### config.mk
export PLATFORM = sky130hd
export DESIGN_NAME = lane_split_ram
export DESIGN_NICKNAME = d
export VERILOG_FILES = /design/src/rtl/lane_ram_pkg.sv /design/src/rtl/lane_wr_dec.sv /design/src/rtl/lane_rd_mux.sv /design/src/rtl/lane_bank.sv /design/src/rtl/lane_split_ram.sv
export SDC_FILE = /design/constraint.sdc
export NUM_CORES = 1
export LEC_CHECK = 0
export BUFFER_PORTS_ARGS = -buffer_cell sky130_fd_sc_hd__buf_2
export CORE_MARGIN = 3
export CORE_UTILIZATION = 50
export CTS_CLUSTER_SIZE = 16
export DETAILED_ROUTE_END_ITERATION = 10
export PLACE_DENSITY = 0.66
export RECOVER_POWER = 50
export SYNTH_ARGS = -nofsm -noshare
export SYNTH_HDL_FRONTEND = slang
export SYNTH_SLANG_ARGS = --single-unit
### constraint.sdc
create_clock -name clk -period 2.6 [get_ports clk]
set_clock_uncertainty 0.15 [all_clocks]
set_input_delay 0.13 -clock clk [delete_from_list [all_inputs] [get_ports clk]]
set_output_delay 0.13 -clock clk [all_outputs]
set_load 0.005 [all_outputs]
### src/rtl/lane_ram_pkg.sv
package lane_ram_pkg;

    localparam int unsigned LANES_DEF  = 4;
    localparam int unsigned LANE_W_DEF = 2;
    localparam int unsigned DEPTH_DEF  = 32;
    localparam int unsigned ADDR_W_DEF = $clog2(DEPTH_DEF);
    localparam int unsigned WORD_W_DEF = LANES_DEF * LANE_W_DEF;

    // Lane order matters: the last lane shares its address with the write port.
    typedef enum logic [1:0] {
        LANE_A = 2'd0,
        LANE_B = 2'd1,
        LANE_C = 2'd2,
        LANE_D = 2'd3
    } lane_id_e;

    localparam lane_id_e WR_ADDR_LANE = LANE_D;

    typedef logic [LANE_W_DEF-1:0] lane_t;
    typedef logic [ADDR_W_DEF-1:0] addr_t;

    typedef struct packed {
        logic  en;
        addr_t addr;
    } wr_ctl_t;

    // Bit offset of a lane inside the full word.
    function automatic int unsigned lane_lsb(input lane_id_e id);
        return int'(id) * LANE_W_DEF;
    endfunction

endpackage

### src/rtl/lane_wr_dec.sv
module lane_wr_dec #(
    parameter int unsigned DEPTH  = lane_ram_pkg::DEPTH_DEF,
    parameter int unsigned ADDR_W = $clog2(DEPTH)
) (
    input  logic              en,
    input  logic [ADDR_W-1:0] addr,
    output logic [DEPTH-1:0]  stb
);

    always_comb begin
        stb = '0;
        if (en && (int'(addr) < int'(DEPTH))) begin
            stb[addr] = 1'b1;
        end
    end

endmodule

### src/rtl/lane_rd_mux.sv
module lane_rd_mux #(
    parameter int unsigned DEPTH  = lane_ram_pkg::DEPTH_DEF,
    parameter int unsigned W      = lane_ram_pkg::LANE_W_DEF,
    parameter int unsigned ADDR_W = $clog2(DEPTH)
) (
    input  logic [DEPTH*W-1:0] cells,
    input  logic [ADDR_W-1:0]  raddr,
    output logic [W-1:0]       dout
);

    always_comb begin
        dout = '0;
        for (int e = 0; e < int'(DEPTH); e++) begin
            if (int'(raddr) == e) begin
                dout = cells[e*W +: W];
            end
        end
    end

endmodule

### src/rtl/lane_bank.sv
module lane_bank #(
    parameter int unsigned DEPTH  = lane_ram_pkg::DEPTH_DEF,
    parameter int unsigned W      = lane_ram_pkg::LANE_W_DEF,
    parameter int unsigned ADDR_W = $clog2(DEPTH)
) (
    input  logic              clk,
    input  logic [DEPTH-1:0]  stb,
    input  logic [W-1:0]      din,
    input  logic [ADDR_W-1:0] raddr,
    output logic [W-1:0]      dout
);

    logic [DEPTH*W-1:0] cells_flat;

    // One register per entry; contents start at zero and have no reset.
    for (genvar e = 0; e < int'(DEPTH); e++) begin : g_entry
        logic [W-1:0] cell_q = '0;
        always_ff @(posedge clk) begin
            if (stb[e]) begin
                cell_q <= din;
            end
        end
        assign cells_flat[e*W +: W] = cell_q;
    end

    lane_rd_mux #(
        .DEPTH (DEPTH),
        .W     (W),
        .ADDR_W(ADDR_W)
    ) u_mux (
        .cells(cells_flat),
        .raddr(raddr),
        .dout (dout)
    );

endmodule

### src/rtl/lane_split_ram.sv
module lane_split_ram
    import lane_ram_pkg::*;
#(
    parameter int unsigned DEPTH  = DEPTH_DEF,
    parameter int unsigned LANE_W = LANE_W_DEF,
    localparam int unsigned ADDR_W = $clog2(DEPTH),
    localparam int unsigned NLANE  = LANES_DEF
) (
    input  logic              clk,
    input  logic              wr_en,
    input  logic [LANE_W-1:0] din_a,
    input  logic [LANE_W-1:0] din_b,
    input  logic [LANE_W-1:0] din_c,
    input  logic [LANE_W-1:0] din_d,
    input  logic [ADDR_W-1:0] addr_a,
    input  logic [ADDR_W-1:0] addr_b,
    input  logic [ADDR_W-1:0] addr_c,
    input  logic [ADDR_W-1:0] addr_d,
    output logic [LANE_W-1:0] dout_a,
    output logic [LANE_W-1:0] dout_b,
    output logic [LANE_W-1:0] dout_c,
    output logic [LANE_W-1:0] dout_d
);

    logic [LANE_W-1:0] din_v  [NLANE];
    logic [ADDR_W-1:0] raddr_v[NLANE];
    logic [LANE_W-1:0] dout_v [NLANE];
    logic [DEPTH-1:0]  wr_stb;
    logic              wr_ctl_en;
    logic [ADDR_W-1:0] wr_ctl_addr;

    assign din_v[LANE_A] = din_a;
    assign din_v[LANE_B] = din_b;
    assign din_v[LANE_C] = din_c;
    assign din_v[LANE_D] = din_d;

    assign raddr_v[LANE_A] = addr_a;
    assign raddr_v[LANE_B] = addr_b;
    assign raddr_v[LANE_C] = addr_c;
    assign raddr_v[LANE_D] = addr_d;

    // The shared write address is the read address of the last lane.
    assign wr_ctl_en   = wr_en;
    assign wr_ctl_addr = raddr_v[WR_ADDR_LANE];

    lane_wr_dec #(
        .DEPTH (DEPTH),
        .ADDR_W(ADDR_W)
    ) u_dec (
        .en  (wr_ctl_en),
        .addr(wr_ctl_addr),
        .stb (wr_stb)
    );

    for (genvar l = 0; l < int'(NLANE); l++) begin : g_lane
        lane_bank #(
            .DEPTH (DEPTH),
            .W     (LANE_W),
            .ADDR_W(ADDR_W)
        ) u_bank (
            .clk  (clk),
            .stb  (wr_stb),
            .din  (din_v[l]),
            .raddr(raddr_v[l]),
            .dout (dout_v[l])
        );
    end

    assign dout_a = dout_v[LANE_A];
    assign dout_b = dout_v[LANE_B];
    assign dout_c = dout_v[LANE_C];
    assign dout_d = dout_v[LANE_D];

endmodule

; Word level (Yosys, flattened, before mapping)
; Cells that the tools add are included.
[totals]
register_bits = 256
in_bits = 30
out_inout_bits = 8
word_cells = 390
[op_classes]
order_cmp = 2
eq_ne = 124
muxes = 131
n_reduce_logical = 5
[ops]
columns = op, count
row1 = "equality test 5 bit, second input constant", 64
row2 = two-way mux 2 bit, 128
row3 = "equality test 5 x 4 -> 1 bit, second input constant", 32
row4 = "equality test 5 x 3 -> 1 bit, second input constant", 16
row5 = "equality test 5 x 2 -> 1 bit, second input constant", 8
row6 = two-way mux 32 bit, 1
row7 = "equality test 5 x 1 -> 1 bit, second input constant", 4
row8 = zero test 5 bit, 4
row9 = "less-than comparator 5 x 6 -> 1 bit, second input constant", 1
row10 = demux 1 bit (select 5 bit), 1
row11 = ">= comparator 5 x 1 -> 1 bit, second input constant", 1
row12 = logical AND 1 bit, 1
row13 = two-way mux 1 bit, 1

; Longest topological paths before layout
[depth]
word_depth = 33
depth_mapped = 9
ltp_nobuf = 6

; By module
; From an unflattened synthesis, not the netlist that was laid out.
[hier_totals]
cells_unflattened = 819
hier_area_um2 = 11581.1
[by_module_without_submodules]
columns = mod, instances, cells_per_inst, area_each_um2, seq_area_each_um2
row1 = lane_bank, 4, 64, 1921.8, 1921.8
row2 = lane_rd_mux, 4, 129, 915.9, 0.0
row3 = lane_wr_dec, 1, 47, 230.2, 0.0

; Worst setup path after synthesis
; Ideal clock, no wire load.
[synth_timing]
kind = in2reg
start = input addr_d[1]
end = register g_lane[0].u_bank.g_entry[26].cell_q[0], enable pin
setup_time_ps = 370
arrival_ps = 1489
slack_ps = 591
cell_stages = 6
n_path_buf = 4
cell_sequence = buf_4 buf_6 buf_4 clkbuf_1 nand3_1 nor2_1
[synth_via]
elab_chain_cells = 5
[synth_lines]
columns = item, line
row1 = from (decl), lane_split_ram.sv:18  ; input logic [ADDR_W-1:0] addr_d,
row2 = less-than comparator 5 x 6 -> 1 bit (implied by the code) or >= comparator 5 x 1 -> 1 bit (tied branches), lane_wr_dec.sv:13  ; stb[addr] = 1'b1;
row3 = logical AND 1 bit (implied by the code), lane_wr_dec.sv:13
row4 = two-way mux 1 bit (implied by the code), lane_wr_dec.sv:13
row5 = demux 1 bit (select 5 bit) *, -
row6 = two-way mux 32 bit *, lane_wr_dec.sv:12  ; if (en && (int'(addr) < int'(DEPTH))) begin
row7 = net g_lane[0].u_bank.stb[26], lane_bank.sv:7  ; input logic [DEPTH-1:0] stb,
row8 = to (signal assigned), lane_bank.sv:20  ; cell_q <= din;
row9 = to (decl), lane_bank.sv:17  ; logic [W-1:0] cell_q = '0;
; Mark *: on every way through the listed nets, which the timed path passes. The rest lies on a longest branch.
; A chain may end at the register's enable or synchronous reset.

; Worst setup path after layout
[layout_timing]
start = register g_lane[2].u_bank.g_entry[3].cell_q[1]
end = output dout_c[1]
[layout_via]
elab_chain_cells = 29
[layout_lines]
columns = item, line
row1 = from (decl), lane_bank.sv:17
row2 = from (signal assigned), lane_bank.sv:20
row3 = two-way mux 2 bit (29 in series), lane_rd_mux.sv:14  ; if (int'(raddr) == e) begin
row4 = to (decl), lane_split_ram.sv:21  ; output logic [LANE_W-1:0] dout_c,
; Every way passes these cells.

==> results.sh <==
export IMPL_status="finished, final reports clean"
export IMPL_synthFlopType="edfxtp_1"
export IMPL_fin_util_pct=59.2
export IMPL_wl_per_cell_um=22.6
export IMPL_synthDistinctLibCells=81
export IMPL_rsz0062_at_grt="yes"
export IMPL_setup_worst_path_end_class="primary output"
export IMPL_die_h_um=158
export IMPL_firstDrtPassIters=5
export IMPL_fillers=1817
export IMPL_grt_pass1_vias=7250
export IMPL_setup_viol=0
export IMPL_cts_tree="built"
export IMPL_cts_setup_buffers=0
export IMPL_coreArea_um2=22700
export IMPL_reg_largest_list="g_lane.u_bank.g_entry.cell_q: 256 flops"
export IMPL_ys_seq_area_share_pct=66.2
export IMPL_clk_pin_slew_ns=0.06
export IMPL_tightestPinTransition_ns=1.43
export IMPL_fmax_mhz=386
export IMPL_grt_total_usage_pct=22.6
export IMPL_dr_total_vias=7728
export IMPL_synthArstFlopShare_pct=0
export IMPL_fin_ws_ns=0.00834
export IMPL_syn_instance_count=865
export IMPL_port_buffers=37
export IMPL_largest_register_ffs=256
export IMPL_synth_mux_area_share_pct=6.24
export IMPL_worst_ep_required_time_ns=2.32
export IMPL_path_class="reg -> out"
export IMPL_synth_simple_area_share_pct=11.1
export IMPL_die_area_um2=25100
export IMPL_syn_mean_instance_area_um2=13.4
export IMPL_placed_area_um2=12500
export IMPL_yosys_warnings=0
export IMPL_synth_xor_xnor_area_share_pct=0.151
export IMPL_synth_compound_area_share_pct=13.1
export IMPL_grt_start_max_net_pins=46
export IMPL_clockBufferDepth=3
export IMPL_period_needed_ns=2.59
export IMPL_overflow=0
export IMPL_final_area_um2=13400
export IMPL_busiest_layer="met2"
export IMPL_synth_edf_count=256
export IMPL_leakage_nw=4.58
export IMPL_clock_sinks=256
export IMPL_start_kind="flop"
export IMPL_slew_violations=0
export IMPL_period_share_pct=99.7
export IMPL_cts_buffers=26
export IMPL_p_per_area_nw_per_um2=669
export IMPL_final_antenna_net_count=0
export IMPL_drive_gt1_share_pct=18.4
export IMPL_hold_viol=0
export IMPL_antenna_found_initial=0
export IMPL_syn_to_final_growth_pct=15.8
export IMPL_synth_area_leaders="edfxtp_1 66%, mux2i_1 3.6%, nor2_1 2.6%"
export IMPL_hp_class="in -> reg"
export IMPL_placementRows=55
export IMPL_cap_violations=0
export IMPL_finalNetCount=984
export IMPL_final_common_cell="edfxtp_1"
export IMPL_use_met3_pct=3.21
export IMPL_synth_top_family_by_area="compound AO/OA/AOI/OAI gates"
export IMPL_ir_drop_mv=0.538
export IMPL_place_congestion=0.882
export IMPL_dp_slack_ns=0.337
export IMPL_yosysTopAreaCell="edfxtp_1"
export IMPL_grtUsageMet1_pct=34.5
export IMPL_cts_root_buf="clkbuf_16"
export IMPL_io_pins=38
export IMPL_diodes=0
export IMPL_use_met2_pct=34.8
export IMPL_chipWidth_um=158
export IMPL_arrival_ns=2.31
export IMPL_syn_num_nets=895
export IMPL_largest_register="g_lane.u_bank.g_entry.cell_q"
export IMPL_netlist_area_leader_share_pct=66.2
export IMPL_layout_common_cells="256 x edfxtp_1, 80 x nor2_1, 69 x buf_4"
export IMPL_cts_max_level=1
export IMPL_max_slew_margin_pct=4.98
export IMPL_synthAdderAreaFrac_pct=0
export IMPL_worstPathMaxFanout=1
export IMPL_drtIter0Drc=1013
export IMPL_hpwlAfterDp_mm=19.1
export IMPL_synthesis_area_um2=11600
export IMPL_synth_seq_cells=256
export IMPL_viasPerCell=6.14
export IMPL_grt_pass1_wl_mm=43.1
export IMPL_finalWirelength_mm=28.5
export IMPL_drc=0
export IMPL_start_util_pct=51.1
-- cell type report --
type                    count  area [um2]  area share (%)
clock buffers              28         679            5.06
clock inverters            20         178            1.32
inverters                  17        63.8           0.475
multi-input cells         533        3590            26.7
flip-flops and latches    256        7690            57.2
well taps                 285         357            2.65
repair buffers            120         883            6.57
-- final timing paths --
path	to	slack (ns)	cells after the start	start
worst min-delay path	g_lane[2].u_bank.g_entry[21].cell_q[1]	0.26	3	addr_d[4]
worst max-delay path	dout_c[1]	0.008	6	g_lane[2].u_bank.g_entry[3].cell_q[1]
-- synth_stat cells (all sizes together), types with 4 or more instances --
cell type / number
a211oi: 15
a21o: 5
a21oi: 39
a221oi: 5
a22o: 4
a22oi: 9
a2bb2oi: 6
a311oi: 4
a31oi: 12
and3: 4
buf: 43
clkbuf: 16
edfxtp: 256
inv: 16
mux2: 15
mux2i: 42
mux4: 6
nand2: 44
nand2b: 19
nand3: 16
nand3b: 9
nor2: 80
nor2b: 20
nor3: 19
nor3b: 11
o211ai: 7
o21ai: 40
o221ai: 8
o22ai: 13
o2bb2ai: 4
o31ai: 4
o32ai: 7
or2: 5
-- kinds of logic (layout without fill, tap and decap cells) --
group                     count (synthesis)  after routing
xor gates and xnor gates                  2              2
and+or+nand+nor                         250            250
AOI/OAI and AO/OA                       218            218
muxes                                    63             63
buffers and inverters                    76            185
DFF                                     256            256
-- metrics by stage --
step | setup TNS, ns | hold WS, ns | cells | total power [mW]
2_1_floorplan | 0 | 0.0789 | 865 | 5.11
3_3_place_gp | 0 | 0.492 | 1202 | 5.35
3_5_place_dp | 0 | 0.500 | 1202 | 5.35
4_1_cts | -0.0140 | 0.214 | 1259 | 9.04
5_1_grt | -0.0462 | 0.294 | 1259 | 9.28
6_report | 0 | 0.264 | 1259 | 8.98
-- critical path, cell delays in order, from the launching register on --
cell	delay (ns)
edfxtp_1	0.36
mux4_2	0.46
a32o_2	0.23
a211o_1	0.25
a211oi_2	0.29
a211oi_1	0.06
buf_2	0.13
-- routing by layer --
metal | up-vias | wire [um]
li1 | 3566 | -
met1 | 3794 | 12700
met2 | 320 | 13200
met3 | 48 | 1980
met4 | 0 | 677
met5 | - | 0
-- report_power, final --
| part | internal (mW) | switching [mW] |
|---|---|---|
| Clock | 2.18 | 1.51 |
| Sequential | 4.59 | 0.0150 |
| Combinational | 0.260 | 0.427 |
-- what timing repair did --
action / CTS / global route
resized for setup: 3 / 8
setup endpoints to repair: 3 / 6
hold buffers: 9 / 0
endpoints found under the hold margin: 199 / 0
pin swaps: 0 / 9
Note: power is estimated with default switching activity, not from simulation.
